**config.mk**
```make
export PLATFORM = sky130hd
export DESIGN_NAME = cam_slice_flags
export DESIGN_NICKNAME = d
export VERILOG_FILES = /design/src/rtl/cam_flag_pkg.sv /design/src/rtl/cam_store.sv /design/src/rtl/cam_compare.sv /design/src/rtl/cam_flag_fsm.sv /design/src/rtl/cam_slice_flags.sv
export SDC_FILE = /design/constraint.sdc
export NUM_CORES = 1
export LEC_CHECK = 0
export BUFFER_PORTS_ARGS = -buffer_cell sky130_fd_sc_hd__buf_4
export CORE_MARGIN = 1.5
export CORE_UTILIZATION = 30
export DETAILED_ROUTE_END_ITERATION = 8
export GPL_ROUTABILITY_DRIVEN = 1
export HOLD_SLACK_MARGIN = 0.06
export PLACE_DENSITY = 0.52
export SLEW_MARGIN = 20
export SYNTH_ARGS = -nofsm -noshare
export SYNTH_HDL_FRONTEND = slang
export SYNTH_HIERARCHICAL = 1
export SYNTH_SLANG_ARGS = --single-unit
```
**constraint.sdc**
```tcl
create_clock -name clk -period 5.57 [get_ports clk]
set_input_delay 1.671 -clock clk [delete_from_list [all_inputs] [get_ports clk]]
set_output_delay 1.671 -clock clk [all_outputs]
set_load 0.01 [all_outputs]
```
**src/rtl/cam_flag_pkg.sv**
```systemverilog
package cam_flag_pkg;

    typedef enum logic [1:0] {
        FLG_NONE = 2'd0,
        FLG_ONE  = 2'd1,
        FLG_MANY = 2'd2
    } flag_state_t;

endpackage

```
**src/rtl/cam_store.sv**
```systemverilog
module cam_store #(
    parameter int ENTRIES = 8,
    parameter int KEY_W   = 16,
    localparam int IDX_W  = $clog2(ENTRIES)
) (
    input  logic                              clk,
    input  logic                              rst_n,
    input  logic                              wr_en,
    input  logic [KEY_W-1:0]                  wr_key,
    output logic [ENTRIES-1:0]                valid,
    output logic [ENTRIES-1:0][KEY_W-1:0]     data,
    output logic [IDX_W-1:0]                  free_idx,
    output logic                              all_valid
);

    always_comb begin
        free_idx = '0;
        for (int i = ENTRIES - 1; i >= 0; i--) begin
            if (!valid[i]) free_idx = IDX_W'(i);
        end
    end

    assign all_valid = &valid;

    always_ff @(posedge clk) begin
        if (!rst_n) begin
            valid <= '0;
        end else if (wr_en && !all_valid) begin
            valid[free_idx] <= 1'b1;
            data[free_idx]  <= wr_key;
        end
    end

    // an accepted write adds exactly one valid entry
    a_r2_write_adds_one: assert property (@(posedge clk) disable iff (!rst_n)
        (wr_en && !all_valid) |=> ($countones(valid) == $countones($past(valid)) + 1));

    // a write into a full slice changes nothing
    a_r2_full_write_ignored: assert property (@(posedge clk) disable iff (!rst_n)
        (wr_en && all_valid) |=> $stable(valid));

endmodule

```
**src/rtl/cam_compare.sv**
```systemverilog
module cam_compare #(
    parameter int ENTRIES = 8,
    parameter int KEY_W   = 16,
    localparam int CNT_W  = $clog2(ENTRIES + 1)
) (
    input  logic [ENTRIES-1:0]            valid,
    input  logic [ENTRIES-1:0][KEY_W-1:0] data,
    input  logic [KEY_W-1:0]              key,
    output logic [CNT_W-1:0]              hit_cnt
);

    logic [ENTRIES-1:0] hit;

    for (genvar g = 0; g < ENTRIES; g++) begin : g_lane
        assign hit[g] = valid[g] && (data[g] == key);
    end

    always_comb begin
        hit_cnt = '0;
        for (int i = 0; i < ENTRIES; i++) begin
            hit_cnt = hit_cnt + CNT_W'(hit[i]);
        end
    end

endmodule

```
**src/rtl/cam_flag_fsm.sv**
```systemverilog
module cam_flag_fsm
    import cam_flag_pkg::*;
#(
    parameter int CNT_W = 4
) (
    input  logic             clk,
    input  logic             rst_n,
    input  logic             cmp_en,
    input  logic [CNT_W-1:0] hit_cnt,
    input  logic             bank_sel,
    output logic             match_n,
    output logic             multi_n
);

    flag_state_t state, state_nx;
    logic        sel_q;
    logic        sel_chg;

    assign sel_chg = (bank_sel != sel_q);

    always_comb begin
        state_nx = state;
        if (sel_chg) begin
            state_nx = FLG_NONE;
        end else if (cmp_en) begin
            if (hit_cnt == '0)      state_nx = FLG_NONE;
            else if (hit_cnt == 1)  state_nx = FLG_ONE;
            else                    state_nx = FLG_MANY;
        end
    end

    always_ff @(posedge clk) begin
        if (!rst_n) begin
            state <= FLG_NONE;
            sel_q <= bank_sel;
        end else begin
            state <= state_nx;
            sel_q <= bank_sel;
        end
    end

    always_comb begin
        unique case (state)
            FLG_NONE: begin match_n = 1'b1; multi_n = 1'b1; end
            FLG_ONE:  begin match_n = 1'b0; multi_n = 1'b1; end
            FLG_MANY: begin match_n = 1'b0; multi_n = 1'b0; end
            default:  begin match_n = 1'b1; multi_n = 1'b1; end
        endcase
    end

    a_r3_hit_sets_match: assert property (@(posedge clk) disable iff (!rst_n)
        (cmp_en && hit_cnt != '0 && !sel_chg) |=> !match_n);

    a_r3_miss_clears_match: assert property (@(posedge clk) disable iff (!rst_n)
        (cmp_en && hit_cnt == '0) |=> match_n);

    a_r4_many_sets_multi: assert property (@(posedge clk) disable iff (!rst_n)
        (cmp_en && hit_cnt > 1 && !sel_chg) |=> !multi_n);

    a_r7_switch_clears: assert property (@(posedge clk) disable iff (!rst_n)
        sel_chg |=> (match_n && multi_n));

    a_r5_hold: assert property (@(posedge clk) disable iff (!rst_n)
        (!cmp_en && !sel_chg) |=> ($stable(match_n) && $stable(multi_n)));

endmodule

```
**src/rtl/cam_slice_flags.sv**
```systemverilog
module cam_slice_flags #(
    parameter int ENTRIES = 8,
    parameter int KEY_W   = 16,
    localparam int IDX_W  = $clog2(ENTRIES),
    localparam int CNT_W  = $clog2(ENTRIES + 1)
) (
    input  logic             clk,
    input  logic             rst_n,
    input  logic             wr_en,
    input  logic [KEY_W-1:0] wr_key,
    input  logic             cmp_en,
    input  logic [KEY_W-1:0] cmp_key,
    input  logic             bank_sel,
    input  logic             ctl_we,
    input  logic             ctl_full_en,
    input  logic             match_in_n,
    input  logic             full_in_n,
    output logic             dev_match_n,
    output logic             dev_multi_n,
    output logic             match_out_n,
    output logic             full_out_n,
    output logic             holds_next_free,
    output logic [IDX_W-1:0] free_index
);

    logic [ENTRIES-1:0]            valid;
    logic [ENTRIES-1:0][KEY_W-1:0] data;
    logic                          all_valid;
    logic [CNT_W-1:0]              hit_cnt;
    logic                          full_en;

    cam_store #(.ENTRIES(ENTRIES), .KEY_W(KEY_W)) i_store (
        .clk       (clk),
        .rst_n     (rst_n),
        .wr_en     (wr_en),
        .wr_key    (wr_key),
        .valid     (valid),
        .data      (data),
        .free_idx  (free_index),
        .all_valid (all_valid)
    );

    cam_compare #(.ENTRIES(ENTRIES), .KEY_W(KEY_W)) i_cmp (
        .valid   (valid),
        .data    (data),
        .key     (cmp_key),
        .hit_cnt (hit_cnt)
    );

    cam_flag_fsm #(.CNT_W(CNT_W)) i_fsm (
        .clk      (clk),
        .rst_n    (rst_n),
        .cmp_en   (cmp_en),
        .hit_cnt  (hit_cnt),
        .bank_sel (bank_sel),
        .match_n  (dev_match_n),
        .multi_n  (dev_multi_n)
    );

    always_ff @(posedge clk) begin
        if (!rst_n)      full_en <= 1'b1;
        else if (ctl_we) full_en <= ctl_full_en;
    end

    assign match_out_n     = match_in_n & dev_match_n;
    assign full_out_n      = full_en ? !(all_valid && !full_in_n) : full_in_n;
    assign holds_next_free = !full_in_n && full_out_n;

    // own match forces the downstream priority line low
    a_r8_chain_low: assert property (@(posedge clk) disable iff (!rst_n)
        !dev_match_n |-> !match_out_n);

    // an enabled slice with a free entry never reports full
    a_r9_free_not_full: assert property (@(posedge clk) disable iff (!rst_n)
        (full_en && !all_valid) |-> full_out_n);

    // disabled generation passes the upstream full flag through
    a_r10_pass_through: assert property (@(posedge clk) disable iff (!rst_n)
        !full_en |-> (full_out_n == full_in_n));

    // an enabled slice with room below a full upstream holds next free
    a_r11_next_free: assert property (@(posedge clk) disable iff (!rst_n)
        (full_en && !full_in_n && !all_valid) |-> holds_next_free);

endmodule

```
**Word-level counts from Yosys, hierarchy flattened**

Cells that the tools add are included.

- ROM bits: 0
- Bits in latches: 0
- Memories kept: 0
- Input port bits: 41
- RAM bits: 0
- Bits in registers: 140
- Word-level logic and storage cells: 74
- Output and inout port bits: 8

- Muxes and demuxes: 18
- $lt $le $gt $ge: 2
- Divide/modulo/power cells: 0
- Reductions and logical operators: 20
- Multipliers: 0
- Equality and inequality tests: 12
- $add $sub $neg: 7
- Bitwise gates (word level): 3
- Shift-type cells: 0

Operators with widths:

| kind | number |
|---|---|
| bitwise mux 128 bit | 1 |
| equality test 16 bit | 8 |
| demux 16 bit (select 3 bit) | 1 |
| adder 4 x 1 -> 4 bit | 6 |
| two-way mux 3 bit | 8 |
| two-way mux 16 bit | 1 |
| logical AND 1 bit | 12 |
| OR 8 bit | 1 |
| AND reduction 8 bit | 1 |
| equality test 4 x 1 -> 1 bit, second input constant | 1 |
| logical NOT 4 bit | 1 |
| less-than comparator 3 x 4 -> 1 bit, second input constant | 1 |
| two-way mux 1 bit | 4 |
| two-way mux 2 bit | 2 |
| OR reduction 2 bit | 2 |
| demux 1 bit (select 3 bit) | 1 |
| >= comparator 3 x 1 -> 1 bit, second input constant | 1 |
| logical NOT 1 bit | 3 |
| adder 1 x 1 -> 2 bit | 1 |
| equality test 2 x 1 -> 1 bit, second input constant | 1 |
| equality test 2 bit, second input constant | 1 |
| AND reduction 2 bit | 1 |
| bitwise AND 1 bit | 1 |
| != test 1 bit | 1 |
| NOT 1 bit | 1 |

**Depth between registers and ports, before layout**

- Word-level depth: 13
- Gate-level depth with buffers: 15
- Gate-level depth less buffers: 14

**By module**

The synthesis kept the hierarchy.

By module, submodules not included:

| module | cells an instance | times used | area each (um^2) | seq. area each (um^2) |
|---|---|---|---|---|
| cam_store | 182 | 1 | 4254.1 | 4003.8 |
| cam_compare | 209 | 1 | 1684.1 | 0.0 |
| cam_flag_fsm | 14 | 1 | 130.1 | 60.1 |
| cam_slice_flags | 7 | 1 | 58.8 | 20.0 |

**Worst setup path before layout**

No wires, ideal clock.

- Path type: input-to-reg
- Start: input cmp_key[3]
- End: register i_fsm.state[0]
- Required time: 5.500 ns
- Slack: 0.890 ns
- Setup time: 0.070 ns
- Stages on the path: 15
- Arrival: 4.611 ns
- Buffers on the path: 1
- Cells stage by stage: buf_2 xnor2_1 nand4_1 nor4_1 nand3_1 fa_1 fa_1 inv_1 ha_1 inv_1 fa_1 inv_1 nor3_2 nand3_1 a21oi_1

- Longest elaborated chain between the ends: 12
- Elaborated cells between the ends (all ways): 27
- Classes of those cells: add/sub: 7; eq/ne: 9; mux: 2; reduce/logical: 9

Ends and longest elaborated chain:

| item | line | RTL |
|---|---|---|
| start: declaration | cam_slice_flags.sv:12 | `input logic [KEY_W-1:0] cmp_key,` |
| equality test 16 bit | cam_compare.sv:15 | `assign hit[g] = valid[g] && (data[g] == key);` |
| logical AND 1 bit | cam_compare.sv:15 |  |
| adder 1 x 1 -> 2 bit | cam_compare.sv:21 | `hit_cnt = hit_cnt + CNT_W'(hit[i]);` |
| adder 4 x 1 -> 4 bit (5 in a row) | cam_compare.sv:21 |  |
| adder 4 x 1 -> 4 bit (*) | cam_compare.sv:21 |  |
| via hit_cnt[1] | cam_slice_flags.sv:29 | `logic [CNT_W-1:0] hit_cnt;` |
| equality test 4 x 1 -> 1 bit | cam_flag_fsm.sv:27 | `else if (hit_cnt == 1) state_nx = FLG_ONE;` |
| two-way mux 2 bit | cam_flag_fsm.sv:27 |  |
| two-way mux 2 bit (*) | cam_flag_fsm.sv:26 | `if (hit_cnt == '0) state_nx = FLG_NONE;` |
| end signal: assignment | cam_flag_fsm.sv:37 | `state <= state_nx;` |
| end: declaration | cam_flag_fsm.sv:15 | `flag_state_t state, state_nx;` |

Mark *: on every way through the listed nets, which the timed path passes. The rest lies on a longest branch.
A chain may end at the register's enable or synchronous reset.

**Final worst setup path**

- Start: input cmp_key[14]
- End: register i_fsm.state[0]

The elaborated chain is that of the path after synthesis.

==> results.md <==
- Mapped Cells: 412
- First-pass detailed-route iteration total: 4
- Lkg Pwr: 2.31 nW
- Part of the cycle the worst path needs: 85.1%
- CP required: 5920 ps
- CTS tree: done
- Commonest cells in the netlist: edfxtp_1 (128), xnor2_1 (126), nand4_1 (25)
- Starting density of the core: 30.5%
- Area grow syn2layout: 20.2%
- Post-Place Cells: 720
- Worst Hold End: full_en
- Largest net degree at the start of global routing: 17
- Final setup vio count: 0
- Detailed Place HPWL: 10.0 mm
- WL per Instance: 19.3 um
- Inserted Diodes: 0
- Setup TNS: 0 ps
- Layout Nets: 518
- Worst Hold Launch: full_en
- EDFF count, synth: 128
- Post-DP Area: 0.00677 mm^2
- Crit path DAT: 5090 ps
- First-pass GRT wire length: 21.8 mm
- Bufs on Longest Clock Path: 2
- Final Slew Violations: 0
- RePlAce Congestion: 0.787
- Hold WS: 478 ps
- Cell Area, Synth: 0.00613 mm^2
- Post-synth ARST share: 0%
- Worst Hold Class: flip-flop to flip-flop
- Worst R2R Setup Slack: 1860 ps
- Ranking of synthesized cells by area: edfxtp_1 (63%), xnor2_1 (18%), dfxtp_1 (3.9%), nand4_1 (2.6%), nand3_1 (1.4%)
- Synth cell types: 34
- Critical Path End Type: flip-flop
- Synthesized flop and latch total: 140
- Worst Path Max Fanout: 8
- Post-CTS resize count: 0
- Average size of a mapped cell: 14.9 um^2
- Clk sink count: 140
- Synth Net Count: 461
- Finished Core Util: 36.6%
- PortBufs: 48
- Final instance area: 0.00736 mm^2
- Startpoint types: input port
- Post-CTS Hold Fix Bufs: 0
- Clock skew: 8.42 ps
- R2R Path Start: i_store/data[12]
- Die area: 0.0213 mm^2
- DRT iter0 DRCs: 199
- Antenna-violating nets left: 0
- Mean number of vias per cell: 4.43
- Seq/Total Area, Yosys: 66.7%
- CP peak stage delay: 510 ps
- Top Ports: 49
- Critical path, cell by cell: buf_4 -> xnor2_1 -> nand4_1 -> nor4_1 -> nand3_1 -> fa_1 -> fa_1 -> inv_1 -> ha_1 -> inv_1 -> fa_1 -> inv_1 -> nor3_2 -> nand3_1 -> a21oi_1
- Reg2reg end: i_fsm/state[0]
- Die height: 146 um
- Tightest Pin Transition: 571 ps
- Post-CTS setup buffers: 0
- Post-layout minimum cycle time: 4740 ps
- Worst vdd ir: 0.000202 V
- Hold depth: 2
- Cell taking the most area after synthesis: edfxtp_1
- Worst path slowest cell: fa_1
- Clock Latency Late Sink: 420 ps
- RSZ-0062 raised after global routing: no
- Critical path class: input port to flip-flop
- Area share of the leading cell type in the synthesized netlist: 62.7%
- Max Freq: 0.211 GHz
- Row Count: 52
- Post-synth top flop: edfxtp_1
- Worst Reg-to-Reg Cells: 14
- DRC viols: 0
- Clk slew on worst S/H paths: 60 ps
- Slew HR: 61.6%
- H-tree depth: 4
- Core ar.: 0.0201 mm^2
- Overflow after GRT: 0
- Run status: complete, no violations
- Number of global-route vias before repair: 3432
- Fin. Hold Viols: 0
- CTS Buf Count: 17
- Non-Filler Instances: 752
- Ys Warns: 6
- Initial antenna violation count: 0
- Count leader, synth: edfxtp_1
- Die width: 146 um
- PwrDens: 334 mW/mm^2
- Layout cells sized above 1: 19.5%
- Routed WL: 14.5 mm
- Root Buffer: clkbuf_16
- Vias: 3329
- Max_cap viols: 0
- Gr usage total: 14.5%
-- layout by cell type (no fill, tap or decap), drive strengths merged --
cell and instances:
inv 14, nand2b 5, mux2i 1, a211oi 1, nor3 2, nor2b 2
bufinv 3, and2 1, nand2 14, clkbuf 17, clkinvlp 2, o21a 1
a31oi 1, o21ai 7, nand4 25, a21oi 5, clkinv 7, fa 4
dfxtp 12, edfxtp 128, nor4 9, nor2 12, a211o 1, nor3b 1
buf 56, ha 4, nand3 17, xnor2 126, xor2 4
-- worst max path at each step --
stage                     start             end  slack, ps  depth (start not counted)
floorplan            cmp_key[3]  i_fsm/state[0]        890                         15
global placement    cmp_key[14]  i_fsm/state[0]        420                         15
detailed placement  cmp_key[13]  i_fsm/state[0]        420                         15
CTS                 cmp_key[13]  i_fsm/state[0]        860                         15
global route        cmp_key[14]  i_fsm/state[0]        590                         15
finish              cmp_key[14]  i_fsm/state[0]        830                         15
-- layer usage --
layer	vias to the layer above	track usage, %	part of all wire [%]
met3	19	3.54	5.2
li1	1587	-	-
met2	89	22.7	47
met5	-	0	0
met1	1634	19.2	46
met4	0	5.92	2.2
-- per-stage QoR --
stage / total power [W] / worst slack, ps
2_1_floorplan: 0.00127 / 890
4_1_cts: 0.00248 / 859
5_1_grt: 0.00253 / 593
3_5_place_dp: 0.00134 / 416
3_3_place_gp: 0.00134 / 421
6_report: 0.00246 / 828
-- state kept, by name (all words and copies together), names as in the netlist --
signal,count
i_store/data,128
i_store/valid,8
i_fsm/state,2
full_en,1
i_fsm/sel_q,1
-- cells by family (layout without fill, tap and decap cells) --
group / Yosys count / count (layout) / share of synthesized area (%)
muxes: 1 / 1 / 0.163
DFF: 140 / 140 / 66.7
xor gates and xnor gates: 130 / 130 / 18.7
and+or+nand+nor: 88 / 88 / 7.78
buffers and inverters: 29 / 99 / 2.74
adders and majority gates: 8 / 8 / 2.12
AOI/OAI and AO/OA: 16 / 16 / 1.84
-- final cells by class --
| class | count | area [um^2] |
|---|---|---|
| Multi-Input combinational cell | 243 | 1880 |
| Clock buffer | 17 | 425 |
| Fill cell | 1918 | 12700 |
| Sequential cell | 140 | 4080 |
| Inverter | 11 | 43.8 |
| Tap cell | 270 | 338 |
| Timing Repair Buffer | 56 | 420 |
| Clock inverter | 15 | 171 |
-- where the power goes --
group | internal, W | switching, W
clock network | 0.000703 | 0.000440
registers | 0.00116 | 0.00000653
logic | 0.0000639 | 0.0000850
total | 0.00192 | 0.000532
-- worst max-delay path, delay by kind of cell --
kind | cells | cell delay [ps]
XOR/XNOR | 1 | 220
AND/OR/NAND/NOR | 5 | 1130
adder cells (fa/ha/maj) | 4 | 1620
buffers and inverters | 4 | 320
AO/OA/AOI/OAI | 1 | 120
Note: power is estimated with default switching activity, not from simulation.
